<file path="config.mk">
export PLATFORM = sky130hd
export DESIGN_NAME = ivl_timer
export DESIGN_NICKNAME = d
export VERILOG_FILES = /design/src/rtl/ivl_timer_pkg.sv /design/src/rtl/ivl_timer_count.sv /design/src/rtl/ivl_timer_status.sv /design/src/rtl/ivl_timer_ctrl.sv /design/src/rtl/ivl_timer.sv
export SDC_FILE = /design/constraint.sdc
export NUM_CORES = 1
export LEC_CHECK = 0
export ABC_CLOCK_PERIOD_IN_PS = 4900
export CORE_MARGIN = 5
export CORE_UTILIZATION = 56
export CTS_CLUSTER_SIZE = 40
export DETAILED_ROUTE_END_ITERATION = 8
export PLACE_DENSITY = 0.84
export SYNTH_ARGS = -nofsm -noshare
export SYNTH_HDL_FRONTEND = slang
export SYNTH_SLANG_ARGS = --single-unit
</file>
<file path="constraint.sdc">
create_clock -name clk -period 4.9 [get_ports clk]
set_input_delay 0.49 -clock clk [delete_from_list [all_inputs] [get_ports clk]]
set_output_delay 0.49 -clock clk [all_outputs]
set_load 0.005 [all_outputs]
</file>
<file path="src/rtl/ivl_timer_pkg.sv">
package ivl_timer_pkg;

    // Counter state: HALTED means the count is zero, COUNTING means it is non-zero
    typedef enum logic [0:0] {
        ST_HALTED   = 1'b0,
        ST_COUNTING = 1'b1
    } cnt_state_e;

    // Named transitions of the counter machine
    typedef enum logic [2:0] {
        TR_NONE          = 3'd0,
        TR_LOAD_RUN      = 3'd1,
        TR_LOAD_HALT     = 3'd2,
        TR_STEP          = 3'd3,
        TR_EXPIRE_STOP   = 3'd4,
        TR_EXPIRE_RELOAD = 3'd5
    } cnt_xfer_e;

    localparam int CTL_W = 2;

    // Control fields: bit 1 interrupt enable, bit 0 auto-reload
    typedef struct packed {
        logic irq_en;
        logic auto_rld;
    } ctl_t;

endpackage

</file>
<file path="src/rtl/ivl_timer_count.sv">
module ivl_timer_count
    import ivl_timer_pkg::*;
#(
    parameter int CNT_W = 32
) (
    input  logic             clk,
    input  logic             rst_n,
    input  logic             tick_i,
    input  logic             we_i,
    input  logic [CNT_W-1:0] wdata_i,
    input  logic             auto_rld_i,
    output logic [CNT_W-1:0] cnt_o,
    output logic             event_o
);

    localparam logic [CNT_W-1:0] CNT_ZERO = '0;
    localparam logic [CNT_W-1:0] CNT_ONE  = {{(CNT_W-1){1'b0}}, 1'b1};

    cnt_state_e       state_q, state_d;
    cnt_xfer_e        xfer;
    logic [CNT_W-1:0] cnt_q, cnt_d;
    logic [CNT_W-1:0] rld_q;

    // Next-state and transition selection
    always_comb begin
        state_d = state_q;
        xfer    = TR_NONE;
        unique case (state_q)
            ST_HALTED: begin
                if (we_i) begin
                    if (wdata_i != CNT_ZERO) begin
                        xfer    = TR_LOAD_RUN;
                        state_d = ST_COUNTING;
                    end else begin
                        xfer    = TR_LOAD_HALT;
                    end
                end
            end
            ST_COUNTING: begin
                if (we_i) begin
                    if (wdata_i != CNT_ZERO) begin
                        xfer    = TR_LOAD_RUN;
                    end else begin
                        xfer    = TR_LOAD_HALT;
                        state_d = ST_HALTED;
                    end
                end else if (tick_i) begin
                    if (cnt_q != CNT_ONE) begin
                        xfer = TR_STEP;
                    end else if (auto_rld_i) begin
                        xfer = TR_EXPIRE_RELOAD;
                    end else begin
                        xfer    = TR_EXPIRE_STOP;
                        state_d = ST_HALTED;
                    end
                end
            end
            default: begin
                state_d = ST_HALTED;
            end
        endcase
    end

    // Datapath driven by the chosen transition
    always_comb begin
        cnt_d = cnt_q;
        unique case (xfer)
            TR_LOAD_RUN:      cnt_d = wdata_i;
            TR_LOAD_HALT:     cnt_d = CNT_ZERO;
            TR_STEP:          cnt_d = cnt_q - CNT_ONE;
            TR_EXPIRE_STOP:   cnt_d = CNT_ZERO;
            TR_EXPIRE_RELOAD: cnt_d = rld_q;
            default:          cnt_d = cnt_q;
        endcase
    end

    // State register
    always_ff @(posedge clk) begin
        if (!rst_n) begin
            state_q <= ST_HALTED;
            cnt_q   <= CNT_ZERO;
            rld_q   <= CNT_ZERO;
        end else begin
            state_q <= state_d;
            cnt_q   <= cnt_d;
            if (we_i) begin
                rld_q <= wdata_i;
            end
        end
    end

    // Outputs
    always_comb begin
        cnt_o   = cnt_q;
        event_o = (xfer == TR_EXPIRE_STOP) || (xfer == TR_EXPIRE_RELOAD);
    end

    assert_write_load_R2: assert property (@(posedge clk) disable iff (!rst_n)
        we_i |=> (cnt_q == $past(wdata_i)));

    assert_step_down_R3: assert property (@(posedge clk) disable iff (!rst_n)
        (!we_i && tick_i && cnt_q > CNT_ONE) |=> (cnt_q == $past(cnt_q) - CNT_ONE));

    assert_hold_no_tick_R3: assert property (@(posedge clk) disable iff (!rst_n)
        (!we_i && !tick_i) |=> $stable(cnt_q));

    assert_zero_stays_R4: assert property (@(posedge clk) disable iff (!rst_n)
        (!we_i && cnt_q == CNT_ZERO) |=> (cnt_q == CNT_ZERO));

    assert_state_matches_count_R4: assert property (@(posedge clk) disable iff (!rst_n)
        (state_q == ST_HALTED) == (cnt_q == CNT_ZERO));

    assert_stop_at_zero_R5: assert property (@(posedge clk) disable iff (!rst_n)
        (event_o && !auto_rld_i) |=> (cnt_q == CNT_ZERO));

    assert_reload_no_zero_R6: assert property (@(posedge clk) disable iff (!rst_n)
        (event_o && auto_rld_i) |=> (cnt_q == $past(rld_q) && cnt_q != CNT_ZERO));

    assert_write_blocks_event_R10: assert property (@(posedge clk) disable iff (!rst_n)
        we_i |-> !event_o);

endmodule

</file>
<file path="src/rtl/ivl_timer_status.sv">
module ivl_timer_status (
    input  logic clk,
    input  logic rst_n,
    input  logic event_i,
    input  logic mask_we_i,
    input  logic mask_i,
    input  logic irq_en_i,
    input  logic gie_i,
    output logic sts_o,
    output logic irq_o
);

    logic sts_q, sts_d;
    logic clr;

    always_comb begin
        clr   = mask_we_i && mask_i;
        sts_d = event_i ? 1'b1 : (sts_q && !clr);
    end

    always_ff @(posedge clk) begin
        if (!rst_n) begin
            sts_q <= 1'b0;
        end else begin
            sts_q <= sts_d;
        end
    end

    always_comb begin
        sts_o = sts_q;
        irq_o = sts_q && irq_en_i && gie_i;
    end

    assert_event_sets_R7: assert property (@(posedge clk) disable iff (!rst_n)
        event_i |=> sts_q);

    assert_irq_needs_flag_R8: assert property (@(posedge clk) disable iff (!rst_n)
        irq_o |-> (sts_q && gie_i));

    assert_mask_clears_R9: assert property (@(posedge clk) disable iff (!rst_n)
        (mask_we_i && mask_i && !event_i) |=> !sts_q);

    assert_zero_mask_keeps_R9: assert property (@(posedge clk) disable iff (!rst_n)
        (sts_q && !(mask_we_i && mask_i)) |=> sts_q);

    assert_set_beats_clear_R11: assert property (@(posedge clk) disable iff (!rst_n)
        (event_i && mask_we_i && mask_i) |=> sts_q);

endmodule

</file>
<file path="src/rtl/ivl_timer_ctrl.sv">
module ivl_timer_ctrl
    import ivl_timer_pkg::*;
(
    input  logic             clk,
    input  logic             rst_n,
    input  logic             we_i,
    input  logic [CTL_W-1:0] wdata_i,
    output ctl_t             ctl_o
);

    ctl_t ctl_q;

    always_ff @(posedge clk) begin
        if (!rst_n) begin
            ctl_q <= '0;
        end else if (we_i) begin
            ctl_q <= ctl_t'(wdata_i);
        end
    end

    assign ctl_o = ctl_q;

    assert_ctl_write_R13: assert property (@(posedge clk) disable iff (!rst_n)
        we_i |=> (ctl_q == ctl_t'($past(wdata_i))));

    assert_ctl_hold_R13: assert property (@(posedge clk) disable iff (!rst_n)
        !we_i |=> $stable(ctl_q));

endmodule

</file>
<file path="src/rtl/ivl_timer.sv">
module ivl_timer
    import ivl_timer_pkg::*;
#(
    parameter int CNT_W = 32
) (
    input  logic             clk,
    input  logic             rst_n,
    input  logic             tick_i,
    input  logic             cnt_we_i,
    input  logic [CNT_W-1:0] cnt_wdata_i,
    output logic [CNT_W-1:0] cnt_rdata_o,
    input  logic             ctl_we_i,
    input  logic [1:0]       ctl_wdata_i,
    output logic [1:0]       ctl_rdata_o,
    input  logic             sts_we_i,
    input  logic             sts_wmask_i,
    output logic             sts_rdata_o,
    input  logic             gie_i,
    output logic             irq_o
);

    ctl_t ctl;
    logic expire;

    ivl_timer_ctrl u_ctrl (
        .clk     (clk),
        .rst_n   (rst_n),
        .we_i    (ctl_we_i),
        .wdata_i (ctl_wdata_i),
        .ctl_o   (ctl)
    );

    ivl_timer_count #(.CNT_W(CNT_W)) u_count (
        .clk        (clk),
        .rst_n      (rst_n),
        .tick_i     (tick_i),
        .we_i       (cnt_we_i),
        .wdata_i    (cnt_wdata_i),
        .auto_rld_i (ctl.auto_rld),
        .cnt_o      (cnt_rdata_o),
        .event_o    (expire)
    );

    ivl_timer_status u_status (
        .clk       (clk),
        .rst_n     (rst_n),
        .event_i   (expire),
        .mask_we_i (sts_we_i),
        .mask_i    (sts_wmask_i),
        .irq_en_i  (ctl.irq_en),
        .gie_i     (gie_i),
        .sts_o     (sts_rdata_o),
        .irq_o     (irq_o)
    );

    assign ctl_rdata_o = ctl;

    // a zero write never raises the flag by itself
    assert_zero_write_quiet_R12: assert property (@(posedge clk) disable iff (!rst_n)
        (cnt_we_i && cnt_wdata_i == '0 && !sts_rdata_o) |=> !sts_rdata_o);

endmodule

</file>
==> results of run 1 <==
final cells by class:
type,instances,area (um^2),share of cell area [%]
multi-input combinational,369,2330,48.1
sequential,68,1360,28.1
timing repair buffer,80,783,16.2
clock buffer,10,138,2.84
clock inverter,6,111,2.30
tap,80,100,2.07
inverter,5,18.8,0.387
cell usage in the layout, fill, tap and decap left out, types with 3 or more instances in the layout:
cell type and n:
bufinv_16 3, nand2_1 45, o21ai_0 48, a22o_1 5
inv_1 5, or4_1 6, or3_1 4, nand4_1 9
and3_1 6, xor2_1 7, clkdlybuf4s50_1 75, clkbuf_8 10
xnor2_1 12, nand3_1 16, nor4b_1 3, o221ai_1 6
a21boi_0 9, mux2i_1 28, a21oi_1 14, nand2b_1 3
nor2_1 22, a311oi_1 7, buf_4 3, nor2b_1 30
nor3_1 24, o21a_1 3, dfxtp_1 68, nor4_1 20
a31oi_1 10
logic make-up (layout without fill, tap and decap cells):
family | Yosys count | after routing | share of synthesized area [%]
xor+xnor | 19 | 19 | 4.29
buf+inv | 41 | 101 | 4.84
simple gates | 202 | 202 | 28.4
flops | 68 | 68 | 35.1
fa+ha+maj | 2 | 2 | 0.646
compound gates | 118 | 118 | 19.5
mux | 28 | 28 | 7.23
cells in the mapped netlist, drive strengths merged, types with 8 or more instances:
library cell,instances,area share [%]
nor4,20,3.2
nand3,16,2.1
nor2b,30,4.8
mux2i,28,7.2
nor3,26,3.5
buf,9,1.7
nor2,23,2.6
o21ai,48,6.2
a21oi,15,2.0
clkbuf,27,2.6
nand4,9,1.5
a31oi,10,1.6
a21boi,9,1.7
nand2,45,4.4
dfxtp,68,35
or4,8,1.7
xnor2,12,2.7
final timing paths:
| path | startpoint | to | slack, ns | cells past startpoint |
|---|---|---|---|---|
| worst max-delay path | u_count.cnt_o[9] | u_count.cnt_o[12] | 2.05 | 7 |
| worst min-delay path | u_count.rld_q[6] | u_count.cnt_o[6] | 0.47 | 2 |
| worst max register to register | u_count.cnt_o[9] | u_count.cnt_o[12] | 2.05 | 7 |
| worst min register to register | u_count.rld_q[6] | u_count.cnt_o[6] | 0.47 | 2 |
per-layer routing:
metal	share of wire (%)	global-route usage, %	vias up
met5	0	0	-
met4	1.2	6.96	0
met3	9.5	6.76	19
met2	47	43.4	232
met1	43	35.3	1851
li1	-	-	1868
flip-flops by register name, summed over array words and instances, names as in the netlist:
register         count
u_ctrl.ctl_o         2
u_count.cnt_o       32
u_status.sts_o       1
u_count.rld_q       32
u_count.state_q      1
per-stage QoR:
| stage | cells | area, um^2 |
|---|---|---|
| finish | 618 | 4840 |
| global route | 618 | 4840 |
| CTS | 618 | 4840 |
| detailed placement | 602 | 4590 |
| global placement | 602 | 4590 |
| floorplan | 478 | 3870 |
power groups by stage:
| stage | logic, mW | clock network, mW | registers, mW |
|---|---|---|---|
| floorplan | 0.172 | 0 | 0.637 |
| global placement | 0.275 | 0 | 0.650 |
| detailed placement | 0.280 | 0 | 0.652 |
| CTS | 0.284 | 0.576 | 0.639 |
| global route | 0.312 | 0.601 | 0.647 |
| finish | 0.286 | 0.578 | 0.641 |
worst max-delay path: cells and delay by family (launching register included):
kind	cells	cell delay [ns]
AND/OR/NAND/NOR	5	1.65
flip-flops	1	0.39
AO/OA/AOI/OAI	1	0.32
buffers and inverters	1	0.35
==> metrics.yaml, run 1 <==
setup_tns_ns: 0
outcome: "complete, no violations"
vdd_ir_drop_max_v: 0.000182
synth-main-ff-cell: "dfxtp_1"
grt_start_max_net_pins: 73
dieHeight_um: 93.2
post-route-drc-count: 0
endpoint_kind: "flop"
cts_post_setup_buffers_inserted: 0
port_buffers: 77
path_clk_slew_ns: 0.08
crit_arrival_ns: 3.08
syn_area_um2: 3870
initial_utilization_pct: 57.4
cts-resized-gates: 0
slowest_stage: "nor4_1"
antenna_found_initial: 0
power.share.clock_pct: 38.4
final_layout_size_suffix_gt1_share_pct: 5.76
syn_nets: 522
yosysSeqAreaShare_pct: 35.1
ys_ff_latch: 68
ant_nets: 0
hold_viol: 0
grt_pass1_wl_um: 18800
cap_violations: 0
routed_wl_um: 11500
cts.sinks: 68
setup_slack_ns: 2.05
p_per_area_nw_per_um2: 311
cts_root_buffer: "clkbuf_8"
grt.overflow.total: 0
pwr-share-seq_pct: 42.6
clock_latency_ns: 0.35
hp-class: "reg2reg"
cp.required_ns: 5.13
path_cells: "nor4_1 > nand4_1 > nor3_2 > buf_4 > nor2_1 > a311oi_1 > nor3_1"
rsz0062_at_grt: "false"
ctsHoldBuffers: 0
power_frac_comb_pct: 19.0
synth-edff-count: 0
ys_warn_count: 0
htreeDepth: 3
post-dp-hpwl_um: 7770
rows: 30
area_delta_synth_final_pct: 25.0
fin_total_pwr_mw: 1.50
io_pins: 78
hold_slack_ns: 0.468
cp_max_fo: 25
final_nets: 577
vias: 3970
post_drt_wl_per_cell_um: 18.6
die_w_um: 93.2
critPathMaxStageDelay_ns: 0.83
cts_tree: "built"
p_int_mw: 1.09
startpoint_type: "flop"
fin_util_pct: 71.7
min_period_ns: 2.85
switching_power_mw: 0.416
ys_types: 56
die_area_um2: 8680
p_leak_nw: 1.77
slew_viol_final: 0
avgSynthCellArea_um2: 8.11
n_fill_cell: 529
setup_viol: 0
path_class: "reg2reg"
slew_headroom_pct: 28.8
skew_ns: 0.0116
min_period_over_period_pct: 58.2
design.core.area_um2: 6760
track_usage_pct: 26.7
diodes: 0
worst_pin_slew_ns: 1.07
fmax_mhz: 351
place_ws_ns: 2.15
swShare_pct: 27.6
grt_pass1_vias: 3731
firstDrtPassIters: 6
async_flop_share_pct: 0
syn-instance-count: 478
vias_per_cell: 6.42
drtIter0Drc: 375
cts_buffer_depth: 2
gp_congestion: 0.811
numCtsBuffers: 9
Power figures use the tool's default switching activity.
==> run 2, diff against run 1 <==
Settings changed: ABC_CLOCK_PERIOD_IN_PS 4900 to 2700, CORE_UTILIZATION 56 to 52, PLACE_DENSITY 0.84 to 0.79.
Clock period 4.9 ns to 2.7 ns, I/O delays scaled along.
==> run 2 against run 1 <==
Against the previous run: sequential share of layout area decreased by 0.58 points; routed wire length increased by 4.4%; total power rose by 70%; largest power group unchanged.
==> metrics.yaml, run 2 (synthesis gave the netlist of run 1 again) <==
cts_post_setup_buffers_inserted: 0  # unchanged
slew_headroom_pct: 59.3  # +30 points
area_delta_synth_final_pct: 27.6
layout_commonest_cell: "clkdlybuf4s50_1"
post_drt_wl_per_cell_um: 18.3  # -1.5%
hp-class: "in2reg"
vdd_ir_drop_max_v: 0.000354  # +94%
min_period_over_period_pct: 91.7  # +33 points
numCtsBuffers: 9  # unchanged
cp_max_fo: 8  # -68%
cp.required_ns: 2.93  # -2.20 ns
cts_root_buffer: "clkbuf_8"
crit_arrival_ns: 2.71  # -0.37 ns
ctsHoldBuffers: 0  # unchanged
io_pins: 78  # unchanged
skew_ns: 0.00787  # -0.00370 ns
outcome: "complete, no violations"
track_usage_pct: 26.3  # -0.38 points
cts-resized-gates: 0  # unchanged
fin_util_pct: 68.2  # -3.5 points
slowest_stage: "or4_4"
die_w_um: 96.3  # +3.4%
diodes: 0  # unchanged
endpoint_kind: "flop"
vias_per_cell: 6.14  # -4.5%
fmax_mhz: 404  # +15%
post-dp-hpwl_um: 8380  # +7.9%
port_buffers: 77  # unchanged
final_layout_size_suffix_gt1_share_pct: 8.27  # +2.5 points
slew_viol_final: 0  # unchanged
grt.overflow.total: 0  # unchanged
layout_common_cells: "75 x clkdlybuf4s50_1, 68 x dfxtp_1, 48 x o21ai_0, 45 x nand2_1, 30 x nor2b_1"
routed_wl_um: 12000  # +4.4%
rsz0062_at_grt: "false"
post-route-drc-count: 0  # unchanged
grt_pass1_vias: 3767  # +0.96%
min_period_ns: 2.48  # -0.376 ns
clock_latency_ns: 0.34  # about the same
dieHeight_um: 96.3  # +3.4%
firstDrtPassIters: 5  # -1
setup_viol: 0  # unchanged
initial_utilization_pct: 53.4  # -3.9 points
p_leak_nw: 1.83  # +3.7%
startpoint_type: "flop"
cts_buffer_depth: 2  # unchanged
cts.sinks: 68  # unchanged
die_area_um2: 9280  # +6.9%
cap_violations: 0  # unchanged
path_class: "reg2reg"
drtIter0Drc: 417  # +11%
cts_tree: "built"
vias: 4020  # +1.3%
p_per_area_nw_per_um2: 516  # +66%
setup_tns_ns: 0  # unchanged
critPathMaxStageDelay_ns: 0.54  # -0.29 ns
path_cells: "or4_4 > or2_1 > nor4_1 > nor2_1 > nor4b_1 > a311o_1"
htreeDepth: 3  # unchanged
design.core.area_um2: 7250  # +7.4%
grt_pass1_wl_um: 19000  # +1.1%
ant_nets: 0  # unchanged
gp_congestion: 0.874  # +7.8%
final_nets: 596  # +3.3%
rows: 31  # +3.3%
antenna_found_initial: 0  # unchanged
grt_start_max_net_pins: 42  # -42%
path_clk_slew_ns: 0.08  # about the same
worst_pin_slew_ns: 0.611  # -0.457 ns
hold_viol: 0  # unchanged
[run 2: changes by cell type in the layout (fill, tap and decap cells not counted)]
cell and change:
buf_4 +19, clkbuf_1 +3, bufinv_16 -2, clkinv_4 -1, clkinvlp_4 -1
[run 2: path summary, 6_finish.rpt]
kind                     start                end  slack [ns]  cells after the start
min                   cnt_we_i  u_count.rld_q[27]        0.27                      3
min reg2reg   u_count.rld_q[6]   u_count.cnt_o[6]        0.46                      2
max reg2reg  u_count.cnt_o[27]  u_count.cnt_o[29]        0.22                      6
max          u_count.cnt_o[27]  u_count.cnt_o[29]        0.22                      6
[run 2: per-stage QoR]
step | setup slack, ns | power, mW | instances | hold slack (ns) | cell area (um^2)
final | 0.225 | 2.55 | 655 | 0.275 | 4940
after global routing | 0.0846 | 2.66 | 655 | 0.323 | 4940
after CTS | 0.254 | 2.55 | 655 | 0.263 | 4940
after detailed placement | 0.252 | 1.72 | 640 | 0.450 | 4760
after global placement | 0.298 | 1.71 | 640 | 0.442 | 4760
after floorplan | 0.234 | 1.47 | 478 | 0.434 | 3870
[run 2: routing by layer]
metal / part of all wire (%) / global-route usage [%] / up-vias
met1: 42 / 34.7 / 1885
met3: 9.6 / 4.22 / 26
met4: 2.2 / 10.9 / 0
met2: 46 / 42.6 / 204
met5: 0 / 0 / -
li1: - / - / 1905
[run 2: where the power goes]
part,internal (mW),switching [mW],total [mW]
Sequential,1.07,0.0814,1.15
Clock,0.448,0.390,0.838
Combinational,0.289,0.271,0.560
[run 2: cell type report]
| type | instances | area [um^2] |
|---|---|---|
| clock buffer | 13 | 149 |
| clock inverter | 2 | 35.0 |
| fill | 632 | 2310 |
| inverter | 5 | 18.8 |
| multi-input combinational | 369 | 2330 |
| sequential | 68 | 1360 |
| tap | 99 | 124 |
| timing repair buffer | 99 | 926 |
[run 2: critical path: cells and delay by family, from the launching register on]
family             cells  cell delay, ns
and+or+nand+nor        5            1.68
DFF                    1            0.37
AOI/OAI and AO/OA      1            0.32
==> run 3, diff against run 2 <==
Settings changed: ABC_AREA set to 1, CORE_UTILIZATION 52 to 53, SETUP_SLACK_MARGIN set to 0.05.
==> run 3 against run 2 <==
Against the previous run: clock-buffer cell count fell by 3; first-iteration DRC count up 34%; sequential cell count did not move; highest routed layer unchanged.
==> metrics.yaml, run 3 <==
ys_types: 39  # -30%
post-route-drc-count: 0  # unchanged
cts_buffer_depth: 2  # unchanged
post_drt_wl_per_cell_um: 16.7  # -9.1%
rsz0062_at_grt: "false"
hold_slack_ns: 0.469  # +0.194 ns
ys_ff_latch: 68  # unchanged
fmax_mhz: 448  # +11%
hp-class: "reg2reg"
cts.sinks: 68  # unchanged
layout_common_cells: "121 x nand2_1, 94 x nor2_1, 77 x clkdlybuf4s50_1, 68 x dfxtp_1, 58 x inv_1"
grt_start_max_net_pins: 46  # +9.5%
p_leak_nw: 2.11  # +15%
cp.required_ns: 2.93  # about the same
final_nets: 728  # +22%
setup_slack_ns: 0.467  # +0.243 ns
track_usage_pct: 26.6  # +0.25 points
async_flop_share_pct: 0  # unchanged
multi_input_area_um2: 2330  # unchanged
ctsHoldBuffers: 0  # unchanged
io_pins: 78  # unchanged
vias_per_cell: 5.75  # -6.3%
min_period_over_period_pct: 82.7  # -9.0 points
min_period_ns: 2.23  # -0.243 ns
path_clk_slew_ns: 0.08  # about the same
crit_arrival_ns: 2.47  # -0.24 ns
gp_congestion: 0.974  # +11%
seqCellArea_um2: 1360  # unchanged
outcome: "complete, no violations"
numCtsBuffers: 9  # unchanged
cts_post_setup_buffers_inserted: 0  # unchanged
htreeDepth: 3  # unchanged
cts_tree: "built"
synth-edff-count: 0  # unchanged
final_layout_size_suffix_gt1_share_pct: 11.8  # +3.5 points
yosysMostFrequentCell: "nand2_1"
area_delta_synth_final_pct: 23.7
cts-resized-gates: 0  # unchanged
worst_pin_slew_ns: 0.567  # -0.0435 ns
cp_top_family: "simple AND/OR/NAND/NOR gates"
synth-main-ff-cell: "dfxtp_1"
slowest_stage: "dfxtp_1"
port_buffers: 77  # unchanged
crit_buf_inv: 2  # +2
hold_viol: 0  # unchanged
grt_pass1_wl_um: 20700  # +9.3%
cap_violations: 0  # unchanged
yosysTopAreaCellShare_pct: 33.0  # -2.2 points
clock_latency_ns: 0.35  # about the same
synth.top_cells.by_count: "121 x nand2_1, 94 x nor2_1, 68 x dfxtp_1"
diodes: 0  # unchanged
startpoint_type: "flop"
slew_headroom_pct: 62.1  # +2.8 points
vdd_ir_drop_max_v: 0.000427  # +21%
setup_tns_ns: 0  # unchanged
antenna_found_initial: 0  # unchanged
die_w_um: 98.3  # +2.0%
path_class: "reg2reg"
grt.overflow.total: 0  # unchanged
post-dp-hpwl_um: 9830  # +17%
routed_wl_um: 13200  # +9.8%
skew_ns: 0.00865  # +0.000781 ns
place_ws_ns: 0.397  # +0.145 ns
firstDrtPassIters: 8  # +3
cts_root_buffer: "clkbuf_8"
vias: 4548  # +13%
yosysTopAreaCell: "dfxtp_1"
cp_max_fo: 22  # +14
rows: 32  # +3.2%
setup_viol: 0  # unchanged
dieHeight_um: 98.3  # +2.0%
design.core.area_um2: 7650  # +5.4%
ys_warn_count: 0  # unchanged
p_per_area_nw_per_um2: 497  # -3.7%
avgSynthCellArea_um2: 6.69  # -17%
n_fill_cell: 698  # +10%
yosysSeqAreaShare_pct: 33.0  # -2.2 points
syn-instance-count: 617  # +29%
ys_top_cells_by_area: "dfxtp_1 33%, nand2_1 11%, nor2_1 8.5%"
die_area_um2: 9650  # +4.0%
slew_viol_final: 0  # unchanged
ant_nets: 0  # unchanged
syn_nets: 661  # +27%
drtIter0Drc: 557  # +34%
layout_commonest_cell: "nand2_1"
grt_pass1_vias: 4100  # +8.8%
path_cells: "nor2_2 > nand2_1 > nor2_4 > nand2_4 > nor2_8 > nor2_8 > clkinv_8 > nand3_4 > inv_4 > o21ai_0 > nand2_1 > a21oi_1"
critPathMaxStageDelay_ns: 0.42  # -0.12 ns
syn_area_um2: 4130  # +6.5%
initial_utilization_pct: 54.0  # +0.55 points
endpoint_kind: "flop"
run 3: cell count changes in the layout (fill, tap and decap cells not counted), sizes merged, moves of 28 or more:
cell | before | now
nand3 | 16 | 51
nor2 | 23 | 106
nand2 | 45 | 127
mux2i | 28 | 0
o21ai | 48 | 77
inv | 5 | 66
nor2b | 30 | 0
run 3: path summary, 6_finish.rpt:
check                                        from                 to  slack (ns)  depth (start not counted)
worst max register to register  u_count.cnt_o[15]  u_count.cnt_o[13]        0.47                         12
worst min register to register  u_count.rld_q[11]  u_count.cnt_o[11]        0.47                          2
worst min-delay path            u_count.rld_q[11]  u_count.cnt_o[11]        0.47                          2
worst max-delay path            u_count.cnt_o[15]  u_count.cnt_o[13]        0.47                         12
run 3: final cells by class:
class | count | share of cell area, %
clock buffers | 10 | 2.70
clock inverters | 6 | 0.907
flip-flops and latches | 68 | 26.7
well taps | 102 | 2.50
repair buffers | 87 | 16.6
inverters | 64 | 5.00
multi-input cells | 454 | 45.7
run 3: kinds of logic after synthesis:
logic type | after synthesis | synth area share [%]
xor gates and xnor gates | 12 | 2.55
AOI/OAI and AO/OA | 143 | 21.4
adders and majority gates | 2 | 0.606
DFF | 68 | 33.0
and+or+nand+nor | 297 | 31.9
buffers and inverters | 95 | 10.5
run 3: per-stage QoR:
stage,cells,cell area [um^2],power [mW],utilization (%)
3_3_place_gp,775,4920,1.73,64.3
4_1_cts,791,5100,2.53,66.8
6_report,791,5100,2.54,66.8
3_5_place_dp,775,4920,1.74,64.3
5_1_grt,791,5100,2.64,66.8
2_1_floorplan,617,4130,1.49,-
run 3: where the power goes:
part | internal (mW) | leakage [nW] | total [mW] | switching (mW)
Sequential | 1.08 | 0.565 | 1.16 | 0.0847
Combinational | 0.254 | 1.46 | 0.571 | 0.317
Clock | 0.366 | 0.0897 | 0.806 | 0.439
Total | 1.70 | 2.11 | 2.54 | 0.841
run 3: layer usage:
metal	part of all wire, %	track usage (%)	vias up
met5	0	0	-
met2	44	40.4	282
met4	1.1	6.41	0
li1	-	-	2161
met3	12	6.00	15
met1	42	38.3	2090
run 3: tightest hold or removal path: cells and delay by family (launching register included):
family / cells / cell delay, ns
DFF: 1 / 0.31
and+or+nand+nor: 1 / 0.06
AOI/OAI and AO/OA: 1 / 0.06
